===== src/rtl/crcw_pkg.sv =====
package crcw_pkg;

  localparam int CRC_W  = 32;
  localparam int LANE_W = 8;
  localparam int LANES  = CRC_W / LANE_W;
  localparam int CNT_W  = $clog2(LANES);

  typedef enum logic {ST_IDLE, ST_REPORT} crcw_state_e;

  // Fold one full word into the checksum, most significant bit first.
  function automatic logic [CRC_W-1:0] crc_fold_word(
    input logic [CRC_W-1:0] crc,
    input logic [CRC_W-1:0] word,
    input logic [CRC_W-1:0] poly
  );
    logic [CRC_W-1:0] c;
    logic             fb;
    c = crc;
    for (int b = CRC_W - 1; b >= 0; b--) begin
      fb = c[CRC_W-1] ^ word[b];
      c  = {c[CRC_W-2:0], 1'b0};
      if (fb) c = c ^ poly;
    end
    return c;
  endfunction

  // Lane i (0 = bits 31:24) is kept unless it lies beyond the byte count
  // of a final word.
  function automatic logic lane_kept(
    input int              lane,
    input logic            last,
    input logic [CNT_W-1:0] cnt
  );
    if (!last || cnt == '0) return 1'b1;
    return lane < int'(cnt);
  endfunction

endpackage


===== src/rtl/crcw_pad.sv =====
module crcw_pad
  import crcw_pkg::*;
(
  input  logic [CRC_W-1:0] word_in,
  input  logic             last,
  input  logic [CNT_W-1:0] cnt,
  output logic [CRC_W-1:0] word_out
);

  for (genvar i = 0; i < LANES; i++) begin : g_lane
    localparam int HI = CRC_W - 1 - i * LANE_W;
    logic keep;
    assign keep = lane_kept(i, last, cnt);
    assign word_out[HI -: LANE_W] = keep ? word_in[HI -: LANE_W] : '0;
  end

endmodule


===== src/rtl/crcw_core.sv =====
module crcw_core
  import crcw_pkg::*;
#(
  parameter logic [CRC_W-1:0] POLY   = 32'h04C1_1DB7,
  parameter logic [CRC_W-1:0] PRESET = 32'hFFFF_FFFF
) (
  input  logic             clk,
  input  logic             rst,
  input  logic             upd,
  input  logic             reload,
  input  logic [CRC_W-1:0] word,
  output logic [CRC_W-1:0] crc_q
);

  logic [CRC_W-1:0] crc_next;
  assign crc_next = crc_fold_word(crc_q, word, POLY);

  always_ff @(posedge clk) begin
    if (rst || reload) crc_q <= PRESET;
    else if (upd)      crc_q <= crc_next;
  end

  // register is back at the preset after a reload
  a_r1_preset_reload: assert property (@(posedge clk) disable iff (rst)
    reload |=> (crc_q == PRESET));

  // an update without reload changes the register to the folded value
  a_r2_update_moves: assert property (@(posedge clk) disable iff (rst)
    (upd && !reload) |=> (crc_q == $past(crc_next)));

endmodule


===== src/rtl/crcw_cmp.sv =====
module crcw_cmp
  import crcw_pkg::*;
(
  input  logic             clk,
  input  logic             rst,
  input  logic             exp_load,
  input  logic [CRC_W-1:0] exp_value,
  input  logic             check,
  input  logic [CRC_W-1:0] result,
  input  logic             irq_clr,
  output logic             mismatch_evt,
  output logic             irq
);

  logic [CRC_W-1:0] exp_q;

  always_ff @(posedge clk) begin
    if (rst)           exp_q <= '0;
    else if (exp_load) exp_q <= exp_value;
  end

  assign mismatch_evt = check && (result != exp_q);

  always_ff @(posedge clk) begin
    if (rst)               irq <= 1'b0;
    else if (mismatch_evt) irq <= 1'b1;
    else if (irq_clr)      irq <= 1'b0;
  end

  // a mismatch raises the flag at the next edge
  a_r7_mismatch_sets: assert property (@(posedge clk) disable iff (rst)
    mismatch_evt |=> irq);

  // the flag holds without a clear
  a_r8_irq_holds: assert property (@(posedge clk) disable iff (rst)
    (irq && !irq_clr) |=> irq);

  // a clear without a concurrent mismatch drops the flag
  a_r8_clear_drops: assert property (@(posedge clk) disable iff (rst)
    (irq_clr && !mismatch_evt) |=> !irq);

  // the flag only rises after a mismatch event
  a_r7_rise_cause: assert property (@(posedge clk) disable iff (rst)
    $rose(irq) |-> $past(mismatch_evt));

endmodule


===== src/rtl/crcw_engine.sv =====
module crcw_engine
  import crcw_pkg::*;
#(
  parameter logic [CRC_W-1:0] POLY   = 32'h04C1_1DB7,
  parameter logic [CRC_W-1:0] PRESET = 32'hFFFF_FFFF
) (
  input  logic             clk,
  input  logic             rst,
  input  logic             in_valid,
  output logic             in_ready,
  input  logic [CRC_W-1:0] in_data,
  input  logic             in_last,
  input  logic [CNT_W-1:0] in_bytes,
  input  logic             chk_en,
  input  logic             exp_load,
  input  logic [CRC_W-1:0] exp_value,
  input  logic             irq_clr,
  output logic             done,
  output logic [CRC_W-1:0] crc_out,
  output logic             irq
);

  crcw_state_e      state_q;
  logic             accept;
  logic             last_acc;
  logic [CRC_W-1:0] word_padded;
  logic [CRC_W-1:0] crc_q;
  logic [CRC_W-1:0] result_q;
  logic             mismatch_evt;

  assign in_ready = (state_q == ST_IDLE);
  assign done     = (state_q == ST_REPORT);
  assign accept   = in_valid && in_ready;
  assign last_acc = accept && in_last;

  always_ff @(posedge clk) begin
    if (rst) state_q <= ST_IDLE;
    else begin
      unique case (state_q)
        ST_IDLE:   if (last_acc) state_q <= ST_REPORT;
        ST_REPORT: state_q <= ST_IDLE;
        default:   state_q <= ST_IDLE;
      endcase
    end
  end

  crcw_pad u_pad (
    .word_in  (in_data),
    .last     (in_last),
    .cnt      (in_bytes),
    .word_out (word_padded)
  );

  crcw_core #(.POLY(POLY), .PRESET(PRESET)) u_core (
    .clk    (clk),
    .rst    (rst),
    .upd    (accept),
    .reload (done),
    .word   (word_padded),
    .crc_q  (crc_q)
  );

  always_ff @(posedge clk) begin
    if (rst)       result_q <= '0;
    else if (done) result_q <= crc_q;
  end

  assign crc_out = done ? crc_q : result_q;

  crcw_cmp u_cmp (
    .clk          (clk),
    .rst          (rst),
    .exp_load     (exp_load),
    .exp_value    (exp_value),
    .check        (done && chk_en),
    .result       (crc_q),
    .irq_clr      (irq_clr),
    .mismatch_evt (mismatch_evt),
    .irq          (irq)
  );

  // done follows the accepted last word
  a_r5_done_after_last: assert property (@(posedge clk) disable iff (rst)
    last_acc |=> done);

  // done lasts a single cycle
  a_r5_done_single: assert property (@(posedge clk) disable iff (rst)
    done |=> !done);

  // output holds between done pulses
  a_r5_out_holds: assert property (@(posedge clk) disable iff (rst)
    (!done && $past(!rst)) |-> $stable(crc_out));

  // input is blocked in the cycle after the last word
  a_r6_ready_low: assert property (@(posedge clk) disable iff (rst)
    last_acc |=> !in_ready);

  // input is open again after done
  a_r6_ready_back: assert property (@(posedge clk) disable iff (rst)
    done |=> in_ready);

endmodule


===== config.mk =====
export PLATFORM = sky130hd
export DESIGN_NAME = crcw_engine
export DESIGN_NICKNAME = d
export VERILOG_FILES = /design/src/rtl/crcw_pkg.sv /design/src/rtl/crcw_pad.sv /design/src/rtl/crcw_core.sv /design/src/rtl/crcw_cmp.sv /design/src/rtl/crcw_engine.sv
export SDC_FILE = /design/constraint.sdc
export NUM_CORES = 1
export LEC_CHECK = 0
export BUFFER_PORTS_ARGS = -buffer_cell sky130_fd_sc_hd__buf_4
export CORE_ASPECT_RATIO = 0.75
export CORE_UTILIZATION = 59
export CTS_CLUSTER_SIZE = 12
export DETAILED_ROUTE_END_ITERATION = 12
export GPL_TIMING_DRIVEN = 1
export PLACE_DENSITY = 0.82
export SETUP_SLACK_MARGIN = 0.1
export SYNTH_ARGS = -nofsm -noshare
export SYNTH_HDL_FRONTEND = slang
export SYNTH_HIERARCHICAL = 1
export SYNTH_SLANG_ARGS = --single-unit

===== constraint.sdc =====
create_clock -name clk -period 4.1 [get_ports clk]
set_input_delay 0.205 -clock clk [delete_from_list [all_inputs] [get_ports clk]]
set_output_delay 0.205 -clock clk [all_outputs]
set_load 0.005 [all_outputs]

==> impl_metrics.json <==
{
  "met2_usage_pct": 51.7,
  "period_share_pct": 91.8,
  "die_area_um2": 13600,
  "worstPathArrival_ns": 3.99,
  "holdPathStages": 3,
  "ctsHtreeMaxLevel": 3,
  "cts_resized": 0,
  "chipWidth_um": 134,
  "cp_max_fo": 9,
  "grt_max_degree": 70,
  "cts_tree": "yes",
  "place.gp.congestion": 0.980,
  "drt-total-wl_um": 22100,
  "fin_nets": 885,
  "cts_hold_buf": 0,
  "tightest_slew_ns": 0.852,
  "detail_route.vias_per_cell": 5.61,
  "place_ws_ns": 0.0806,
  "cts_num_sinks": 98,
  "tns_ns": 0,
  "synthCells": 691,
  "antenna_found_initial": 1,
  "end_kind": "register",
  "critPathLaunchType": "register",
  "io_buffer_count": 107,
  "max_cap_violations": 0,
  "floorplan.initialDensity_pct": 61.8,
  "reg2reg_depth": 8,
  "met1_usage_pct": 48.2,
  "skew_ns": 0.00664,
  "stdcell_count": 982,
  "busiest_layer": "met2",
  "drtIter0Drc": 478,
  "overflow": 0,
  "required_ns": 4.33,
  "slew_headroom_pct": 43.0,
  "ff2ff_setup_slack_ns": 0.34,
  "status": "completed",
  "setup_viol": 0,
  "holdPathEnd": "u_cmp/exp_q[24]",
  "drt_drc_violations_left": 0,
  "rsz0062_at_grt": "false",
  "avgSynthCellArea_um2": 11.2,
  "fin_ws_ns": 0.337,
  "synth_fp_nets": 764,
  "cts_root_buf": "clkbuf_16",
  "timing.rr.end": "u_core/crc_q[23]",
  "first_pass_iters": 5,
  "dp_cells": 967,
  "syn_to_final_growth_pct": 18.4,
  "crit_type": "register to register",
  "fin_util_pct": 73.2,
  "grt_pass1_vias": 5425,
  "hold_viol": 0,
  "max_freq_ghz": 0.266,
  "drive_above_1_share_pct": 29.9,
  "io_pins": 108,
  "syn_area_um2": 7770,
  "hold_path_class": "input port to register",
  "die_y_um": 101,
  "core_um2": 12600,
  "numCtsBuffers": 9,
  "vias": 5507,
  "period_minus_slack_ns": 3.76,
  "rows": 35,
  "post_drt_wl_per_cell_um": 22.5,
  "use_met3_pct": 8.81,
  "cts_setup_buffers": 0,
  "clock_latency_ns": 0.35,
  "ys_warn_count": 6,
  "r2r-start": "u_core/crc_q[29]",
  "worstHoldStart": "exp_value[24]",
  "clkTransAtPathRegs_ns": 0.07,
  "grt_pass1_wl_um": 32700,
  "finalMaxSlewViolations": 0,
  "diodes": 0,
  "ant_nets": 0,
  "clockBufferDepth": 2,
  "dpl.hpwl_um": 17100,
  "track_usage_pct": 33.7
}
-- final cells by class --
type | count | area [µm²]
Timing Repair Buffer | 145 | 1090
Clock buffer | 10 | 239
Inverter | 3 | 11.3
Sequential cell | 98 | 1960
Fill cell | 853 | 3370
Tap cell | 166 | 208
Multi-Input combinational cell | 555 | 5620
Clock inverter | 5 | 63.8
-- how the worst max path moves through the flow --
| stage | slack, ns | from | cells past startpoint | end |
|---|---|---|---|---|
| 3_3_place_gp | 0.23 | in_bytes[1] | 12 | u_core/crc_q[7] |
| 3_5_place_dp | 0.08 | in_bytes[1] | 12 | u_core/crc_q[7] |
| 6_report | 0.34 | u_core/crc_q[29] | 8 | u_core/crc_q[23] |
| 5_1_grt | 0.24 | u_core/crc_q[29] | 9 | u_core/crc_q[1] |
| 4_1_cts | 0.41 | u_core/crc_q[29] | 8 | u_core/crc_q[23] |
| 2_1_floorplan | 0.48 | in_last | 12 | u_core/crc_q[18] |
-- cells in the final DEF (no fill, tap or decap), drive strengths merged, types with 2 or more instances in the layout --
| master | n |
|---|---|
| mux2i | 33 |
| xnor2 | 189 |
| dfxtp | 98 |
| a21boi | 8 |
| a211o | 3 |
| and3 | 4 |
| nor2b | 34 |
| mux2 | 32 |
| o21ai | 14 |
| and2 | 17 |
| clkbuf | 10 |
| o211ai | 3 |
| xor3 | 6 |
| a21oi | 6 |
| xnor3 | 49 |
| xor2 | 48 |
| nor2 | 58 |
| nor4 | 2 |
| inv | 4 |
| buf | 145 |
| nand2 | 13 |
| nor3 | 19 |
| clkinv | 2 |
| nand4 | 8 |
-- registers in the layout, summed over array words and instances (netlist names) --
register,cells
u_cmp/exp_q,32
result_q,32
u_core/crc_q,32
u_cmp/irq,1
done,1
-- metal layers --
layer,share of wire (%),vias up
met4,1.2,2
met3,9.7,24
met2,44,254
met5,0.050,-
li1,-,2512
met1,45,2715
-- through the flow --
step	hold slack [ns]	instance area (µm²)
after global routing	0.103	9200
after CTS	0.0911	9200
final	0.0934	9200
after floorplan	0.277	7770
after global placement	0.437	8890
after detailed placement	0.449	8890
-- worst max-delay path: stages (launching register included) --
cell,delay (ns)
dfxtp_1,0.44
xnor2_4,0.49
xnor3_2,0.51
xor2_2,0.37
xnor3_1,0.43
xnor3_1,0.67
xnor3_1,0.42
nor2_1,0.22
o21ai_1,0.10
Power is not shown: default switching activity piles up to over one toggle a cycle in this logic, so the estimate is an artifact.
